## src/rtl/sarx_pkg.sv

```systemverilog
package sarx_pkg;
    typedef enum logic [1:0] {
        FMT_I2S = 2'b00,
        FMT_LJ  = 2'b01,
        FMT_RJ  = 2'b10,
        FMT_TDM = 2'b11
    } fmt_e;

    typedef enum logic [1:0] {
        ST_IDLE,
        ST_DELAY,
        ST_CAPTURE,
        ST_DRAIN
    } rx_state_e;
endpackage

```

## src/rtl/sarx_sync.sv

```systemverilog
module sarx_sync #(
    parameter int STAGES = 2
) (
    input  logic clk,
    input  logic rst_n,
    input  logic bclk_i,
    input  logic lrclk_i,
    input  logic sdata_i,
    input  logic bclk_inv,
    output logic bit_stb,
    output logic lr_bit,
    output logic d_bit
);
    logic [STAGES-1:0] b_sh, l_sh, d_sh;
    logic              b_last;

    always_ff @(posedge clk) begin
        if (!rst_n) begin
            b_sh   <= '0;
            l_sh   <= '0;
            d_sh   <= '0;
            b_last <= 1'b0;
        end else begin
            b_sh   <= {b_sh[STAGES-2:0], bclk_i ^ bclk_inv};
            l_sh   <= {l_sh[STAGES-2:0], lrclk_i};
            d_sh   <= {d_sh[STAGES-2:0], sdata_i};
            b_last <= b_sh[STAGES-1];
        end
    end

    assign bit_stb = b_sh[STAGES-1] & ~b_last;
    assign lr_bit  = l_sh[STAGES-1];
    assign d_bit   = d_sh[STAGES-1];

    AST_STB_SPACED: assert property (@(posedge clk) disable iff (!rst_n)
        bit_stb |=> !bit_stb);
endmodule

```

## src/rtl/sarx_frame.sv

```systemverilog
module sarx_frame
    import sarx_pkg::*;
(
    input  logic clk,
    input  logic rst_n,
    input  logic bit_stb,
    input  logic lr_bit,
    input  fmt_e fmt,
    input  logic lr_inv,
    input  logic lr_pulse,
    output logic start,
    output logic left
);
    logic lr_prev, primed, lvl, chg;

    always_ff @(posedge clk) begin
        if (!rst_n) begin
            lr_prev <= 1'b0;
            primed  <= 1'b0;
        end else if (bit_stb) begin
            lr_prev <= lvl;
            primed  <= 1'b1;
        end
    end

    always_comb begin
        lvl   = lr_bit ^ lr_inv;
        chg   = primed && (lvl != lr_prev);
        left  = (fmt == FMT_I2S) ? !lvl : lvl;
        if (fmt == FMT_TDM)
            start = bit_stb && chg && (lr_pulse ? lvl : !lvl);
        else
            start = bit_stb && chg;
    end
endmodule

```

## src/rtl/sarx_deser.sv

```systemverilog
module sarx_deser
    import sarx_pkg::*;
#(
    parameter int WORD_W       = 24,
    parameter int SLOT_W       = 32,
    parameter int MAX_SLOTS    = 8,
    parameter int RJ_SHORT_DLY = 8,
    parameter int RJ_LONG_DLY  = 16
) (
    input  logic                          clk,
    input  logic                          rst_n,
    input  logic                          bit_stb,
    input  logic                          d_bit,
    input  logic                          start,
    input  logic                          left,
    input  fmt_e                          fmt,
    input  logic                          rj16,
    input  logic                          tdm8,
    output logic [WORD_W-1:0]             sample_o,
    output logic [$clog2(MAX_SLOTS)-1:0]  chan_o,
    output logic                          valid_o
);
    localparam int SIW   = $clog2(MAX_SLOTS);
    localparam int SIW1  = SIW + 1;
    localparam int CNT_W = $clog2(SLOT_W);
    localparam int NB_W  = $clog2(WORD_W + 1);
    localparam int DLY_W = $clog2(RJ_LONG_DLY + 1);

    rx_state_e         state_q, state_n;
    logic [DLY_W-1:0]  dly_q, dly_n, dval;
    logic [CNT_W-1:0]  sbit_q, sbit_n;
    logic [SIW-1:0]    slot_q, slot_n;
    logic [WORD_W-1:0] sh_q, sh_n, emit_word;
    logic [NB_W-1:0]   nb_q, nb_n;
    logic [SIW1-1:0]   nslots;
    logic              is_tdm, emit;
    logic [SIW-1:0]    emit_chan;

    always_comb begin
        is_tdm = (fmt == FMT_TDM);
        nslots = tdm8 ? SIW1'(MAX_SLOTS) : SIW1'(MAX_SLOTS / 2);
        unique case (fmt)
            FMT_LJ:  dval = '0;
            FMT_RJ:  dval = rj16 ? DLY_W'(RJ_LONG_DLY) : DLY_W'(RJ_SHORT_DLY);
            default: dval = DLY_W'(1);
        endcase
    end

    // next-state and datapath
    always_comb begin
        state_n   = state_q;
        dly_n     = dly_q;
        sbit_n    = sbit_q;
        slot_n    = slot_q;
        sh_n      = sh_q;
        nb_n      = nb_q;
        emit      = 1'b0;
        emit_word = sh_q << (NB_W'(WORD_W) - nb_q);
        emit_chan = slot_q;
        if (bit_stb) begin
            if (start) begin
                emit   = (state_q == ST_CAPTURE);
                slot_n = (is_tdm || left) ? '0 : SIW'(1);
                sbit_n = '0;
                if (dval == '0) begin
                    sh_n    = {sh_q[WORD_W-2:0], d_bit};
                    nb_n    = NB_W'(1);
                    state_n = ST_CAPTURE;
                end else begin
                    dly_n   = dval - 1'b1;
                    state_n = ST_DELAY;
                end
            end else begin
                unique case (state_q)
                    ST_IDLE: ;
                    ST_DELAY: begin
                        if (dly_q == '0) begin
                            sh_n    = {sh_q[WORD_W-2:0], d_bit};
                            nb_n    = NB_W'(1);
                            sbit_n  = '0;
                            state_n = ST_CAPTURE;
                        end else begin
                            dly_n = dly_q - 1'b1;
                        end
                    end
                    ST_CAPTURE, ST_DRAIN: begin
                        if (is_tdm && sbit_q == CNT_W'(SLOT_W - 1)) begin
                            emit = (state_q == ST_CAPTURE);
                            if ({1'b0, slot_q} + 1'b1 >= nslots) begin
                                state_n = ST_IDLE;
                            end else begin
                                slot_n  = slot_q + 1'b1;
                                sbit_n  = '0;
                                sh_n    = {sh_q[WORD_W-2:0], d_bit};
                                nb_n    = NB_W'(1);
                                state_n = ST_CAPTURE;
                            end
                        end else begin
                            sbit_n = sbit_q + 1'b1;
                            if (state_q == ST_CAPTURE) begin
                                sh_n = {sh_q[WORD_W-2:0], d_bit};
                                nb_n = nb_q + 1'b1;
                                if (nb_q + 1'b1 == NB_W'(WORD_W)) begin
                                    emit      = 1'b1;
                                    emit_word = {sh_q[WORD_W-2:0], d_bit};
                                    state_n   = ST_DRAIN;
                                end
                            end
                        end
                    end
                endcase
            end
        end
    end

    // state register
    always_ff @(posedge clk) begin
        if (!rst_n) begin
            state_q <= ST_IDLE;
            dly_q   <= '0;
            sbit_q  <= '0;
            slot_q  <= '0;
            sh_q    <= '0;
            nb_q    <= '0;
        end else begin
            state_q <= state_n;
            dly_q   <= dly_n;
            sbit_q  <= sbit_n;
            slot_q  <= slot_n;
            sh_q    <= sh_n;
            nb_q    <= nb_n;
        end
    end

    // outputs
    always_ff @(posedge clk) begin
        if (!rst_n) begin
            valid_o  <= 1'b0;
            sample_o <= '0;
            chan_o   <= '0;
        end else begin
            valid_o <= emit;
            if (emit) begin
                sample_o <= emit_word;
                chan_o   <= emit_chan;
            end
        end
    end

    AST_ONE_STROBE: assert property (@(posedge clk) disable iff (!rst_n)
        valid_o |=> !valid_o);
    AST_PAIR_CHAN: assert property (@(posedge clk) disable iff (!rst_n)
        (valid_o && !is_tdm) |-> (chan_o < SIW'(2)));
    AST_SLOT_LIMIT: assert property (@(posedge clk) disable iff (!rst_n)
        (valid_o && is_tdm) |-> ({1'b0, chan_o} < nslots));
    AST_IDLE_QUIET: assert property (@(posedge clk) disable iff (!rst_n)
        (state_q == ST_IDLE && !(bit_stb && start)) |=> !valid_o);
endmodule

```

## src/rtl/serial_audio_rx.sv

```systemverilog
module serial_audio_rx
    import sarx_pkg::*;
#(
    parameter int WORD_W      = 24,
    parameter int SLOT_W      = 32,
    parameter int MAX_SLOTS   = 8,
    parameter int SYNC_STAGES = 2
) (
    input  logic                         clk,
    input  logic                         rst_n,
    input  logic                         bclk_i,
    input  logic                         lrclk_i,
    input  logic                         sdata_i,
    input  logic [1:0]                   cfg_fmt,
    input  logic                         cfg_bclk_inv,
    input  logic                         cfg_lr_inv,
    input  logic                         cfg_lr_pulse,
    input  logic                         cfg_rj16,
    input  logic                         cfg_tdm8,
    output logic [WORD_W-1:0]            sample_o,
    output logic [$clog2(MAX_SLOTS)-1:0] chan_o,
    output logic                         valid_o
);
    logic bit_stb, lr_bit, d_bit, start, left;
    fmt_e fmt;

    assign fmt = fmt_e'(cfg_fmt);

    sarx_sync #(.STAGES(SYNC_STAGES)) u_sync (
        .clk(clk), .rst_n(rst_n), .bclk_i(bclk_i), .lrclk_i(lrclk_i),
        .sdata_i(sdata_i), .bclk_inv(cfg_bclk_inv),
        .bit_stb(bit_stb), .lr_bit(lr_bit), .d_bit(d_bit)
    );

    sarx_frame u_frame (
        .clk(clk), .rst_n(rst_n), .bit_stb(bit_stb), .lr_bit(lr_bit),
        .fmt(fmt), .lr_inv(cfg_lr_inv), .lr_pulse(cfg_lr_pulse),
        .start(start), .left(left)
    );

    sarx_deser #(.WORD_W(WORD_W), .SLOT_W(SLOT_W), .MAX_SLOTS(MAX_SLOTS)) u_deser (
        .clk(clk), .rst_n(rst_n), .bit_stb(bit_stb), .d_bit(d_bit),
        .start(start), .left(left), .fmt(fmt), .rj16(cfg_rj16),
        .tdm8(cfg_tdm8), .sample_o(sample_o), .chan_o(chan_o),
        .valid_o(valid_o)
    );
endmodule

```

## config.mk

```make
export PLATFORM = sky130hd
export DESIGN_NAME = serial_audio_rx
export DESIGN_NICKNAME = d
export VERILOG_FILES = /design/src/rtl/sarx_pkg.sv /design/src/rtl/sarx_sync.sv /design/src/rtl/sarx_frame.sv /design/src/rtl/sarx_deser.sv /design/src/rtl/serial_audio_rx.sv
export SDC_FILE = /design/constraint.sdc
export NUM_CORES = 1
export LEC_CHECK = 0
export ABC_AREA = 1
export BUFFER_PORTS_ARGS = -buffer_cell sky130_fd_sc_hd__buf_2
export CAP_MARGIN = 20
export CORE_MARGIN = 2
export CORE_UTILIZATION = 35
export CTS_BUF_LIST = sky130_fd_sc_hd__clkbuf_8
export DETAILED_ROUTE_END_ITERATION = 10
export HOLD_SLACK_MARGIN = 0.1
export PLACE_DENSITY = 0.53
export SLEW_MARGIN = 20
export SYNTH_ARGS = -nofsm -noshare
export SYNTH_HDL_FRONTEND = slang
export SYNTH_HIERARCHICAL = 1
export SYNTH_SLANG_ARGS = --single-unit
```

## constraint.sdc

```tcl
create_clock -name clk -period 2.5 [get_ports clk]
set_input_delay 0 -clock clk [delete_from_list [all_inputs] [get_ports clk]]
set_output_delay 0 -clock clk [all_outputs]
set_load 0.1 [all_outputs]
```

## Yosys cells after proc, flatten, opt, wreduce, memory -nomap -nowiden

Index checks and enable logic that the tools add are counted.

| word-level totals | value |
|---|---|
| output and inout bits | 28 |
| word-level logic and storage cells | 118 |
| flip-flop bits (word level) | 81 |
| input bits | 12 |

| cells by class | value |
|---|---|
| shifts and indexed selects | 1 |
| add/sub/neg operators | 7 |
| multiplexer cells | 54 |
| $lt $le $gt $ge | 1 |
| equality and inequality tests | 17 |
| reduce and logical (&&, ||, !) cells | 19 |
| bitwise gates (word level) | 4 |

Operator list:

| kind | number |
|---|---|
| 24-bit two-way mux | 12 |
| 5-bit two-way mux | 15 |
| 24-bit one-hot mux with 2 select lines | 1 |
| 5-bit one-hot mux with 2 select lines | 3 |
| 24-bit by 5-bit << shifter with 24-bit output | 1 |
| 2-bit two-way mux | 7 |
| 3-bit two-way mux | 4 |
| 4-bit AND reduction | 3 |
| 5-bit by 1-bit adder with 5-bit output (second input constant) | 2 |
| 5-bit == test (second input constant) | 2 |
| 5-bit zero test | 2 |
| 1-bit two-way mux | 10 |
| 5-bit by 1-bit subtractor with 5-bit output (second input constant) | 2 |
| 2-bit == test (second input constant) | 4 |
| 4-bit by 2-bit inequality test with 1-bit output (second input constant) | 2 |
| 2-bit inequality test (second input constant) | 3 |
| 6-bit AND reduction | 1 |
| 2-bit nonzero test | 3 |
| 5-bit AND reduction | 1 |
| 5-bit subtractor (first input constant) | 1 |
| 3-bit by 1-bit adder with 4-bit output (second input constant) | 1 |
| 2-bit by 1-bit == test with 1-bit output (second input constant) | 2 |
| 4-bit >= comparator | 1 |
| 1-bit logical AND | 4 |
| 15 further kinds | 16 |

## Depth between registers and ports, before layout

| depth | value |
|---|---|
| depth in word-level cells | 8 |
| depth in mapped cells | 19 |
| depth with buffers taken out | 18 |

## Modules after synthesis

Netlist, hierarchy kept.

Modules (own cells, without submodules):

| module | cells an instance | times used | area each (µm²) | seq. area each (µm²) |
|---|---|---|---|---|
| sarx_deser | 773 | 1 | 4773.3 | 1441.4 |
| sarx_sync | 25 | 1 | 207.7 | 140.1 |
| sarx_frame | 30 | 1 | 172.7 | 40.0 |

## Least setup slack after synthesis

OpenSTA, ideal clock, no wires.

| timing | value |
|---|---|
| path type | reg-to-reg |
| start point | register u_sync.b_sh[1] |
| end point | register u_deser.dly_q[4] |
| required time | 2429 ps |
| arrival | 2236 ps |
| period minus slack after synthesis | 2307 ps |
| setup slack | 193 ps |
| cell stages (with the launch flop) | 18 |
| path through | dfxtp_1 inv_1 nor2_1 nand2_1 inv_1 nand2_1 nor2_1 nand2_1 inv_1 inv_2 buf_2 o21ai_1 ha_1 nand2_1 nor2_1 xor2_1 o21ai_0 a21oi_1 |

| on the way | value |
|---|---|
| longest elaborated chain between the ends | 6 |

Ends and longest elaborated chain:

| item | line | source |
|---|---|---|
| start: declaration | sarx_sync.sv:14 | `logic [STAGES-1:0] b_sh, l_sh, d_sh;` |
| start signal: assignment | sarx_sync.sv:24 | `b_sh <= {b_sh[STAGES-2:0], bclk_i ^ bclk_inv};` |
| 1-bit bitwise AND * | sarx_sync.sv:31 | `assign bit_stb = b_sh[STAGES-1] & ~b_last;` |
| named net bit_stb | serial_audio_rx.sv:24 | `logic bit_stb, lr_bit, d_bit, start, left;` |
| 1-bit logical AND * | sarx_frame.sv:31, sarx_frame.sv:33 |  |
| 1-bit logical AND | sarx_frame.sv:31 | `start = bit_stb && chg && (lr_pulse ? lvl : !lvl);` |
| 1-bit two-way mux * | sarx_frame.sv:30 | `if (fmt == FMT_TDM)` |
| named net start | serial_audio_rx.sv:24 |  |
| 2-bit inequality test (no line) or 2-bit nonzero test (tied branches) | -- |  |
| 4-bit AND reduction (no line) | -- |  |
| end signal: assignment | sarx_deser.sv:127 | `dly_q <= dly_n;` |
| end: declaration | sarx_deser.sv:30 | `logic [DLY_W-1:0] dly_q, dly_n, dval;` |

The timed path passes the listed nets; every way through them passes the cells marked *.
A chain may end at the register's enable or synchronous reset.

## Final worst setup path

| timing | value |
|---|---|
| start point | register u_deser.slot_q[1], in the netlist u_deser/emit_chan[1] |
| end point | register u_deser.sh_q[11] |

| on the way | value |
|---|---|
| longest elaborated chain between the ends | 4 |

Ends and longest elaborated chain:

| item | line | source |
|---|---|---|
| start: declaration | sarx_deser.sv:32 | `logic [SIW-1:0] slot_q, slot_n;` |
| start signal: assignment | sarx_deser.sv:129 | `slot_q <= slot_n;` |
| 3-bit by 1-bit adder with 4-bit output | sarx_deser.sv:89 | `if ({1'b0, slot_q} + 1'b1 >= nslots) begin` |
| 4-bit >= comparator | sarx_deser.sv:89 |  |
| 4-bit inequality test (no line) | -- |  |
| 6-bit AND reduction (no line) | -- |  |
| end signal: assignment | sarx_deser.sv:130 | `sh_q <= sh_n;` |
| end: declaration | sarx_deser.sv:33 | `logic [WORD_W-1:0] sh_q, sh_n, emit_word;` |

Every way passes these cells.

==> impl_metrics.json <==
{
  "antenna_found_initial": 0,
  "first_global_vias": 4786,
  "cpMostUsedCell": "nand2_1",
  "critPathKind": "flop to flop",
  "clock_sinks": 81,
  "tns_ps": 0,
  "path_clk_slew_ps": 90,
  "rsz0062_at_grt": "no",
  "wl_per_cell_um": 13.69,
  "path_buf_inv": 3,
  "ctsRootBufferMaster": "clkbuf_8",
  "die_area_sq_um": 15710,
  "dp_hpwl_mm": 10.26,
  "cp_num_cells": 14,
  "grt-ovfl-total": 0,
  "synth_cell_types": 32,
  "critPathCaptureType": "flop",
  "r2r_cells": 14,
  "place_congestion": 0.8774,
  "cts_buffer_depth": 2,
  "rows": 44,
  "ys.warnings.count": 6,
  "core_sq_um": 14480,
  "maxCapViolCount": 0,
  "cts_buffers": 9,
  "grt_pass1_wl_mm": 23.71,
  "whs_ps": 167.5,
  "die_h_um": 125.3,
  "drtIter0Drc": 457,
  "ant_nets": 0,
  "nNetsFinal": 881,
  "critPathRequiredTime_ps": 2810,
  "yosysSeqAreaShare": 0.3146,
  "p_per_area_nw_per_um2": 437.4,
  "drc": 0,
  "ctsHtreeMaxLevel": 3,
  "num_io_pins": 40,
  "stdcell_count": 1046,
  "hold_path_class": "input port to flop",
  "dr_wl_met3_um": 574,
  "critPathLaunchType": "flop",
  "initial_core_util": 0.3559,
  "drtPass1Iterations": 5,
  "ir_drop_v": 0.0002496,
  "synth_seq_cells": 81,
  "cts_tree": "done",
  "grt_use_total": 0.1843,
  "cts_setup_buffers": 0,
  "n_antenna_cell": 0,
  "yosys.area.top_type": "dfxtp_1",
  "cellLeakagePower_nw": 2.608,
  "insertion_delay_ps": 370,
  "slew_headroom": 0.6281,
  "critPathMaxFanout": 20,
  "top_layer": "met4",
  "synth_cells": 828,
  "placed_cells": 1023,
  "cp_slowest_cell": "dfxtp_1",
  "finalCriticalPeriod_ps": 2262,
  "yosysTopAreaCellShare": 0.3146,
  "io_buffer_count": 39,
  "cp.arrival_ps": 2570,
  "wl_met1_mm": 7.234,
  "routed-via-count": 5261,
  "crit_chain": "ha_1 -> xnor2_1 -> ha_1 -> nand2_1 -> nand2_1 -> a21o_1 -> nand3_1 -> nand2_1 -> inv_1 -> nand3_2 -> inv_2 -> buf_12 -> nor2_1 -> nor2_1",
  "max_freq_mhz": 442.1,
  "die_x_um": 125.3,
  "syn2layout_area_growth_pct": 11.68,
  "synth_area_leaders": "dfxtp_1 (31%), nand2_1 (17%), nand3_1 (12%), nor2_1 (7.0%), o21ai_0 (6.1%)",
  "crit_path_max_incr_delay_ps": 370,
  "period_share": 0.9047,
  "viasPerCell": 5.030,
  "finalSetupViolations": 0,
  "drv_slew": 0,
  "drive_above_1_share": 0.1276,
  "dr_wl_met2_mm": 6.303,
  "wirelength_mm": 14.32,
  "tightest_slew_ps": 554.5,
  "grt_start_max_net_pins": 43,
  "critical_path.top_delay_family": "simple AND/OR/NAND/NOR gates",
  "syn_nets": 852,
  "clock_skew_ps": 8.860,
  "finalHoldViolCount": 0,
  "outcome": "finished clean",
  "synth_area_sq_um": 5154,
  "min_path_cells": 6,
  "synth_area_per_cell_sq_um": 6.224
}
path summary, 6_finish.rpt:
| check | from | to | slack, ps |
|---|---|---|---|
| setup / recovery | u_deser/emit_chan[1] | u_deser/sh_q[11] | 240 |
| hold / removal | cfg_rj16 | u_deser/dly_q[4] | 170 |
| setup reg to reg | u_deser/emit_chan[1] | u_deser/sh_q[11] | 240 |
| hold reg to reg | u_sync/b_sh[0] | u_sync/b_sh[1] | 420 |
Yosys cell counts, drive strengths merged:
master  instances
a21o            1
a21oi          39
a31oi           5
buf            30
clkbuf         13
clkinv          9
dfxtp          81
ha             12
inv            71
nand2         238
nand3         126
nand4          18
nor2          101
nor3            4
o211a           1
o211ai          2
o21a            1
o21ai          70
xnor2           3
xor2            3
power by group:
part	internal, mW	switching (mW)
Clock	0.571	0.538
Sequential	1.30	0.00518
Combinational	0.0400	0.0661
worst reg2reg max path, delay by kind of cell (launching register included):
family | cells | cell delay, ps
AND/OR/NAND/NOR | 7 | 530
AO/OA/AOI/OAI | 1 | 170
buffers and inverters | 3 | 450
adder cells (fa/ha/maj) | 2 | 470
XOR/XNOR | 1 | 190
flip-flops | 1 | 370
cells by family after synthesis:
group / Yosys count / synth area share
simple gates: 487 / 0.4142
flops: 81 / 0.3146
buf+inv: 123 / 0.1085
compound gates: 119 / 0.1233
xor+xnor: 6 / 0.01020
fa+ha+maj: 12 / 0.02913
flip-flops by register name, summed over array words and instances (netlist names), 2 cells and up:
| register | count |
|---|---|
| u_deser/chan_o | 3 |
| u_deser/dly_q | 5 |
| u_deser/emit_chan | 3 |
| u_deser/nb_q | 5 |
| u_deser/sample_o | 24 |
| u_deser/sbit_q | 5 |
| u_deser/sh_q | 24 |
| u_deser/state_q | 2 |
| u_sync/b_sh | 2 |
| u_sync/d_sh | 2 |
| u_sync/l_sh | 2 |
per-layer routing:
layer,GRT usage,vias up
li1,-,2750
met1,0.2616,2394
met2,0.2880,105
met3,0.03252,12
met4,0.05229,0
met5,0,-
stage by stage:
step	total power, mW	setup slack, ps	instance area, sq um	util
2_1_floorplan	1.398	193.0	5154	-
3_3_place_gp	1.432	287.9	5460	0.3771
3_5_place_dp	1.431	269.2	5460	0.3771
4_1_cts	2.556	235.7	5756	0.3975
5_1_grt	2.626	2.397	5756	0.3975
6_report	2.517	238.3	5756	0.3975
cells in the final DEF, fill, tap and decap left out, drive strengths merged:
| cell type | netlist | layout |
|---|---|---|
| o21a | 1 | 1 |
| a21oi | 39 | 39 |
| o21ai | 70 | 70 |
| o211a | 1 | 1 |
| nor2 | 101 | 101 |
| o211ai | 2 | 2 |
| xnor2 | 3 | 3 |
| inv | 71 | 73 |
| xor2 | 3 | 3 |
| dfxtp | 81 | 81 |
| ha | 12 | 12 |
| nand4 | 18 | 18 |
| a31oi | 5 | 5 |
| a21o | 1 | 1 |
| buf | 30 | 54 |
| nand3 | 126 | 126 |
| clkbuf | 13 | 9 |
| dlygate4sd3 | 0 | 7 |
| clkinvlp | 0 | 2 |
| clkinv | 9 | 10 |
| nand2 | 238 | 238 |
| bufinv | 0 | 2 |
| nor3 | 4 | 4 |
layout make-up:
type / count / area [sq um]
fillers: 1629 / 8723
multi-input cells: 624 / 2973
flip-flops and latches: 81 / 1622
repair buffers: 61 / 402.9
inverters: 80 / 302.8
well taps: 184 / 230.2
clock buffers: 9 / 123.9
clock inverters: 7 / 101.3
what timing repair did:
action | 4_1_cts | 5_1_grt
resized for setup | 0 | 2
hold buffers | 7 | 0
setup endpoints to repair | 0 | 4
endpoints found under the hold margin | 6 | 0
(Power assumes the default switching activity.)
